[src/rtl/i2c_irq_pkg.sv]
`timescale 1ns/1ps
package i2c_irq_pkg;
    localparam int NSRC = 12;
    localparam int TL_W = 3;

    localparam int SRC_RX_FULL  = 2;
    localparam int SRC_TX_EMPTY = 4;
    localparam int SRC_STOP     = 9;

    // sources held in flops; bits 2 and 4 follow queue levels
    localparam logic [NSRC-1:0] LATCHED = 12'hFEB;

    localparam int A_MASK   = 0;
    localparam int A_RAW    = 1;
    localparam int A_MSTAT  = 2;
    localparam int A_RXTL   = 3;
    localparam int A_TXTL   = 4;
    localparam int A_CLRALL = 5;
    localparam int A_CLR0   = 8;

    typedef struct packed {
        logic [NSRC-1:0] mask;
        logic [TL_W-1:0] rx_tl;
        logic [TL_W-1:0] tx_tl;
    } cfg_t;
endpackage

[src/rtl/i2c_irq_decode.sv]
`timescale 1ns/1ps
module i2c_irq_decode
    import i2c_irq_pkg::*;
#(
    parameter int ADDR_W = 5,
    parameter int DATA_W = 16
) (
    input  logic              reg_rd,
    input  logic              reg_wr,
    input  logic [ADDR_W-1:0] reg_addr,
    input  logic [NSRC-1:0]   raw,
    input  logic [NSRC-1:0]   latched,
    input  cfg_t              cfg,
    output logic [NSRC-1:0]   clr_vec,
    output logic              wr_mask,
    output logic              wr_rxtl,
    output logic              wr_txtl,
    output logic [DATA_W-1:0] rdata
);
    always_comb begin
        wr_mask = reg_wr && (reg_addr == ADDR_W'(A_MASK));
        wr_rxtl = reg_wr && (reg_addr == ADDR_W'(A_RXTL));
        wr_txtl = reg_wr && (reg_addr == ADDR_W'(A_TXTL));
    end

    always_comb begin
        clr_vec = '0;
        if (reg_rd && (reg_addr == ADDR_W'(A_CLRALL))) begin
            clr_vec = LATCHED;
        end
        for (int i = 0; i < NSRC; i++) begin
            if (reg_rd && (reg_addr == ADDR_W'(A_CLR0 + i))) begin
                clr_vec[i] = LATCHED[i];
            end
        end
    end

    always_comb begin
        rdata = '0;
        unique case (reg_addr)
            ADDR_W'(A_MASK):   rdata[NSRC-1:0] = cfg.mask;
            ADDR_W'(A_RAW):    rdata[NSRC-1:0] = raw;
            ADDR_W'(A_MSTAT):  rdata[NSRC-1:0] = raw & cfg.mask;
            ADDR_W'(A_RXTL):   rdata[TL_W-1:0] = cfg.rx_tl;
            ADDR_W'(A_TXTL):   rdata[TL_W-1:0] = cfg.tx_tl;
            ADDR_W'(A_CLRALL): rdata[0] = |latched;
            default: begin
                for (int i = 0; i < NSRC; i++) begin
                    if (reg_addr == ADDR_W'(A_CLR0 + i)) begin
                        rdata[0] = raw[i];
                    end
                end
            end
        endcase
    end
endmodule

[src/rtl/i2c_irq_cfg.sv]
`timescale 1ns/1ps
module i2c_irq_cfg
    import i2c_irq_pkg::*;
(
    input  logic            clk,
    input  logic            rst_n,
    input  logic            wr_mask,
    input  logic            wr_rxtl,
    input  logic            wr_txtl,
    input  logic [NSRC-1:0] wdata,
    output cfg_t            cfg
);
    cfg_t cfg_d, cfg_q;

    always_comb begin
        cfg_d = cfg_q;
        if (wr_mask) cfg_d.mask  = wdata;
        if (wr_rxtl) cfg_d.rx_tl = wdata[TL_W-1:0];
        if (wr_txtl) cfg_d.tx_tl = wdata[TL_W-1:0];
    end

    always_ff @(posedge clk or negedge rst_n) begin
        if (!rst_n) cfg_q <= '0;
        else        cfg_q <= cfg_d;
    end

    assign cfg = cfg_q;
endmodule

[src/rtl/i2c_irq_latch.sv]
`timescale 1ns/1ps
module i2c_irq_latch
    import i2c_irq_pkg::*;
(
    input  logic            clk,
    input  logic            rst_n,
    input  logic [NSRC-1:0] ev,
    input  logic [NSRC-1:0] clr,
    output logic [NSRC-1:0] flags
);
    logic [NSRC-1:0] flag_d, flag_q;

    for (genvar i = 0; i < NSRC; i++) begin : g_src
        if (LATCHED[i]) begin : g_hold
            // the strobe wins over a clearing read in the same cycle
            assign flag_d[i] = ev[i] | (flag_q[i] & ~clr[i]);
        end else begin : g_none
            assign flag_d[i] = 1'b0;
        end
    end

    always_ff @(posedge clk or negedge rst_n) begin
        if (!rst_n) flag_q <= '0;
        else        flag_q <= flag_d;
    end

    assign flags = flag_q;
endmodule

[src/rtl/i2c_irq_level.sv]
`timescale 1ns/1ps
module i2c_irq_level
    import i2c_irq_pkg::*;
#(
    parameter int LVL_W = 4
) (
    input  logic [LVL_W-1:0] rx_level,
    input  logic [LVL_W-1:0] tx_level,
    input  logic [TL_W-1:0]  rx_tl,
    input  logic [TL_W-1:0]  tx_tl,
    output logic             rx_full,
    output logic             tx_empty
);
    always_comb begin
        rx_full  = int'(rx_level) >  int'(rx_tl);
        tx_empty = int'(tx_level) <= int'(tx_tl);
    end
endmodule

[src/rtl/i2c_irq_unit.sv]
`timescale 1ns/1ps
module i2c_irq_unit
    import i2c_irq_pkg::*;
#(
    parameter int ADDR_W = 5,
    parameter int DATA_W = 16,
    parameter int LVL_W  = 4
) (
    input  logic              clk,
    input  logic              rst_n,
    input  logic              reg_rd,
    input  logic              reg_wr,
    input  logic [ADDR_W-1:0] reg_addr,
    input  logic [DATA_W-1:0] reg_wdata,
    output logic [DATA_W-1:0] reg_rdata,
    input  logic [NSRC-1:0]   ev_pulse,
    input  logic [LVL_W-1:0]  rx_level,
    input  logic [LVL_W-1:0]  tx_level,
    output logic              irq
);
    cfg_t            cfg;
    logic [NSRC-1:0] clr_vec;
    logic [NSRC-1:0] lat_flags;
    logic [NSRC-1:0] raw_stat;
    logic [NSRC-1:0] mask_val;
    logic [TL_W-1:0] rx_tl_val;
    logic            wr_mask, wr_rxtl, wr_txtl;
    logic            rx_full, tx_empty;
    logic            unused_wbits;

    assign unused_wbits = ^reg_wdata;

    i2c_irq_decode #(.ADDR_W(ADDR_W), .DATA_W(DATA_W)) u_dec (
        .reg_rd   (reg_rd),
        .reg_wr   (reg_wr),
        .reg_addr (reg_addr),
        .raw      (raw_stat),
        .latched  (lat_flags),
        .cfg      (cfg),
        .clr_vec  (clr_vec),
        .wr_mask  (wr_mask),
        .wr_rxtl  (wr_rxtl),
        .wr_txtl  (wr_txtl),
        .rdata    (reg_rdata)
    );

    i2c_irq_cfg u_cfg (
        .clk     (clk),
        .rst_n   (rst_n),
        .wr_mask (wr_mask),
        .wr_rxtl (wr_rxtl),
        .wr_txtl (wr_txtl),
        .wdata   (reg_wdata[NSRC-1:0]),
        .cfg     (cfg)
    );

    i2c_irq_latch u_lat (
        .clk   (clk),
        .rst_n (rst_n),
        .ev    (ev_pulse),
        .clr   (clr_vec),
        .flags (lat_flags)
    );

    i2c_irq_level #(.LVL_W(LVL_W)) u_lvl (
        .rx_level (rx_level),
        .tx_level (tx_level),
        .rx_tl    (cfg.rx_tl),
        .tx_tl    (cfg.tx_tl),
        .rx_full  (rx_full),
        .tx_empty (tx_empty)
    );

    always_comb begin
        raw_stat               = lat_flags;
        raw_stat[SRC_RX_FULL]  = rx_full;
        raw_stat[SRC_TX_EMPTY] = tx_empty;
        mask_val               = cfg.mask;
        rx_tl_val              = cfg.rx_tl;
        irq                    = |(raw_stat & cfg.mask);
    end
endmodule

[config.mk]
export PLATFORM = sky130hd
export DESIGN_NAME = i2c_irq_unit
export DESIGN_NICKNAME = d
export VERILOG_FILES = /design/src/rtl/i2c_irq_pkg.sv /design/src/rtl/i2c_irq_decode.sv /design/src/rtl/i2c_irq_cfg.sv /design/src/rtl/i2c_irq_latch.sv /design/src/rtl/i2c_irq_level.sv /design/src/rtl/i2c_irq_unit.sv
export SDC_FILE = /design/constraint.sdc
export NUM_CORES = 1
export LEC_CHECK = 0
export CORE_ASPECT_RATIO = 1.2
export CORE_MARGIN = 4
export CORE_UTILIZATION = 43
export CTS_CLUSTER_DIAMETER = 60
export DETAILED_ROUTE_END_ITERATION = 12
export MAX_ROUTING_LAYER = met4
export PLACE_DENSITY_LB_ADDON = 0.12
export SLEW_MARGIN = 20
export SYNTH_ARGS = -nofsm -noshare
export SYNTH_HDL_FRONTEND = slang
export SYNTH_SLANG_ARGS = --single-unit
[constraint.sdc]
create_clock -name clk -period 1.5 [get_ports clk]
set_input_delay 0.15 -clock clk [delete_from_list [all_inputs] [get_ports clk]]
set_output_delay 0.15 -clock clk [all_outputs]
set_load 0.05 [all_outputs]
==> flow_metrics.py <==
metrics = {
    "outcome": {
        "status": "complete, but fails checks",
        "failed_checks": "negative setup slack",
    },
    "logic_synthesis": {
        "yosys.area.top_type": "dfrtp_1",
        "synth_top_area_frac": 0.329,
        "synth-main-ff-cell": "dfrtp_1",
        "synth_edf_count": 0,
        "ys_types": 56,
        "syn_avg_cell_area_sq_um": 9.10,
        "yosys_warnings": 0,
        "yosysSeqAreaShare": 0.329,
        "synth_area_leaders": "dfrtp_1, mux2_1, mux2i_1, a21o_1, ha_1",
        "async_reset_ff_frac": 1.00,
        "netlist_area_sq_um": 2130,
        "syn_inst": 234,
        "ys_ff_latch": 28,
    },
    "cells_and_area": {
        "drive_above_1_share": 0.421,
        "num-fill-cells": 322,
        "diodes": 0,
        "area_growth_pct": 71.3,
        "layout.nets": 392,
        "final_cell_mix": "buf_4, clkdlybuf4s50_1, dfrtp_1",
        "final_cells": 398,
        "final_common_cell": "buf_4",
    },
    "worst_setup_path": {
        "end_kind": "primary output",
        "path_class": "reg -> out",
        "critical-path-max-stage-delay_ns": 0.38,
        "cp-start-kind": "flip-flop",
        "worstPathRequired_ns": 1.35,
        "path_cells": "inv_2 -> ha_4 -> nor3_2 -> a41oi_1 -> buf_4 -> a31oi_1 -> o2111a_1 -> o31ai_4 -> buf_12",
        "crit_fanout": 3,
        "ff2ff_setup_slack_ns": 0.51,
        "worstReg2RegEnd": "u_lat.flags[10]$_DFF_PN0_",
        "arrival_ns": 2.12,
        "reg2regPathDepth": 4,
        "critPathSlowestCell": "dfrtp_1",
        "rr_startpoint": "u_lat.flags[10]$_DFF_PN0_",
    },
    "clock_network": {
        "htreeDepth": 1,
        "cts-hold-fix-buffers": 0,
        "tritoncts": "done",
        "clock_latency_ns": 0.28,
        "clk_pin_slew_ns": 0.10,
        "cts-root-buf": "clkbuf_8",
        "cts_max_path_buffers": 2,
        "cts_buffers": 3,
        "numClockSinks": 28,
    },
    "placement": {
        "gp_congestion": 0.933,
        "port_buffers": 51,
        "hpwl_mm": 5.15,
        "dp_cells": 384,
    },
    "timing": {
        "finalCritPeriodShare": 1.51,
        "setup_ws_ns": -0.767,
        "drv_slew": 0,
        "fmax_mhz": 441,
        "rsz0062_at_grt": "yes",
        "clock_skew_ns": 0,
        "fin_tns_setup_ns": -2.77,
        "finalHoldViolations": 0,
        "setup_violations": 12,
        "min_period_ns": 2.27,
    },
    "pwr": {
        "leakage_uw": 0.00154,
        "vdd_drop_max_v": 0.000585,
        "powerDensity_nw_per_um2": 744,
    },
    "drt": {
        "ant_nets": 0,
        "drc": 0,
        "wirelength_mm": 7.27,
        "drtIter0Drc": 112,
        "dr.pass1.iters": 4,
        "num_vias": 2256,
        "wl_per_cell_um": 18.3,
        "viasPerCell": 5.67,
    },
    "global_route": {
        "overflow": 0,
        "grt_pass1_wl_mm": 11.7,
        "grt_pass1_vias": 2431,
        "antenna_found_initial": 0,
        "grt_use_total": 0.251,
        "grt_max_degree": 29,
    },
    "worst_hold_path": {
        "min_path_type": "in -> async",
    },
    "floorplan": {
        "ios": 62,
        "start_util": 0.454,
        "coreArea_sq_um": 4700,
        "die_h_um": 85.1,
        "die_w_um": 72.2,
        "die_area_sq_um": 6150,
        "num_rows": 27,
    },
    "run": {
        "maxCapViolCount": 0,
    },
}
==> cell usage after synthesis (3+ instances only) <==
master and n:
buf_2 9, mux2_4 3, nand2_1 18, o22ai_1 3
mux2i_1 11, nor2_1 15, o21ai_0 5, nor3_1 8
buf_4 6, nand3_1 10, dfrtp_1 28, a21o_1 11
nor2b_1 6, ha_1 6, mux2_2 5, inv_1 12
a21oi_1 6, a22oi_1 3, mux2_1 10, o211ai_1 4
nand2b_1 7, o22a_1 7
==> logic make-up (layout without fill, tap and decap cells) <==
family	count (synthesis)	count (layout)	synth area share
AO/OA/AOI/OAI	58	58	0.202
XOR/XNOR	1	1	0.00411
adder cells (fa/ha/maj)	6	6	0.0353
buffers and inverters	28	131	0.0652
flip-flops	28	28	0.329
multiplexers	29	29	0.152
other	1	4	0.00176
AND/OR/NAND/NOR	83	83	0.210
==> how the worst max path moves through the flow <==
| stage | endpoint | start | slack, ns | cells after the start |
|---|---|---|---|---|
| 2_1_floorplan | irq | u_cfg.cfg[1]$_DFFE_PN0P_ | -0.53 | 6 |
| 3_3_place_gp | reg_rdata[0] | rx_level[0] | -0.70 | 9 |
| 3_5_place_dp | reg_rdata[0] | rx_level[0] | -0.74 | 9 |
| 4_1_cts | reg_rdata[0] | u_cfg.cfg[1]$_DFFE_PN0P_ | -0.78 | 8 |
| 5_1_grt | reg_rdata[0] | u_cfg.cfg[5]$_DFFE_PN0P_ | -0.86 | 9 |
| 6_report | reg_rdata[0] | u_cfg.cfg[5]$_DFFE_PN0P_ | -0.77 | 9 |
==> through the flow <==
| step | area (sq um) | hold WS, ns | worst slack, ns | total power (uW) | util |
|---|---|---|---|---|---|
| after global routing | 3650 | 0.274 | -0.864 | 2870 | 0.777 |
| after floorplan | 2170 | -0.146 | -0.530 | 1440 | - |
| after global placement | 3170 | 0.498 | -0.698 | 1880 | 0.675 |
| after CTS | 3530 | 0.244 | -0.778 | 2630 | 0.752 |
| final | 3650 | 0.233 | -0.767 | 2710 | 0.777 |
| after detailed placement | 3170 | 0.507 | -0.741 | 1900 | 0.675 |
==> registers in the layout (all words and copies together) (netlist names) <==
| signal | cells |
|---|---|
| u_lat.flags | 10 |
| u_cfg.cfg | 18 |
==> critical path: cells and delay by family, from the launching register on <==
kind,cells,cell delay [ns]
compound gates,4,0.78
flops,1,0.38
fa+ha+maj,1,0.26
simple gates,1,0.03
buf+inv,3,0.38
==> what timing repair did <==
action                                  CTS  global route
pin swaps                                20            21
setup buffers                             8             6
resized for setup                        76            30
gates cloned                              2             0
endpoints found under the setup margin   31            13
==> metal layers <==
| metal | up-vias | global-route usage | routed length [um] |
|---|---|---|---|
| li1 | 1071 | - | - |
| met1 | 1083 | 0.280 | 2780 |
| met2 | 81 | 0.436 | 3900 |
| met3 | 21 | 0.0403 | 377 |
| met4 | 0 | 0.103 | 219 |
| met5 | - | - | 0 |
==> area by class of cell <==
type                       instances  area [sq um]  area share
timing repair buffer             115          1200       0.329
inverter                          12          45.0      0.0123
clock inverter                     1          30.0     0.00823
clock buffer                       3          41.3      0.0113
multi-input combinational        181          1550       0.426
sequential                        28           704       0.193
tap                               58          72.6      0.0199
==> report_power, final <==
group / total, uW / leakage [uW] / internal, uW / switching [uW]
registers: 937 / 0.000318 / 855 / 81.4
clock network: 608 / 0.0000357 / 358 / 250
logic: 1170 / 0.00119 / 617 / 552
total: 2710 / 0.00154 / 1830 / 884
(Power assumes the default switching activity.)
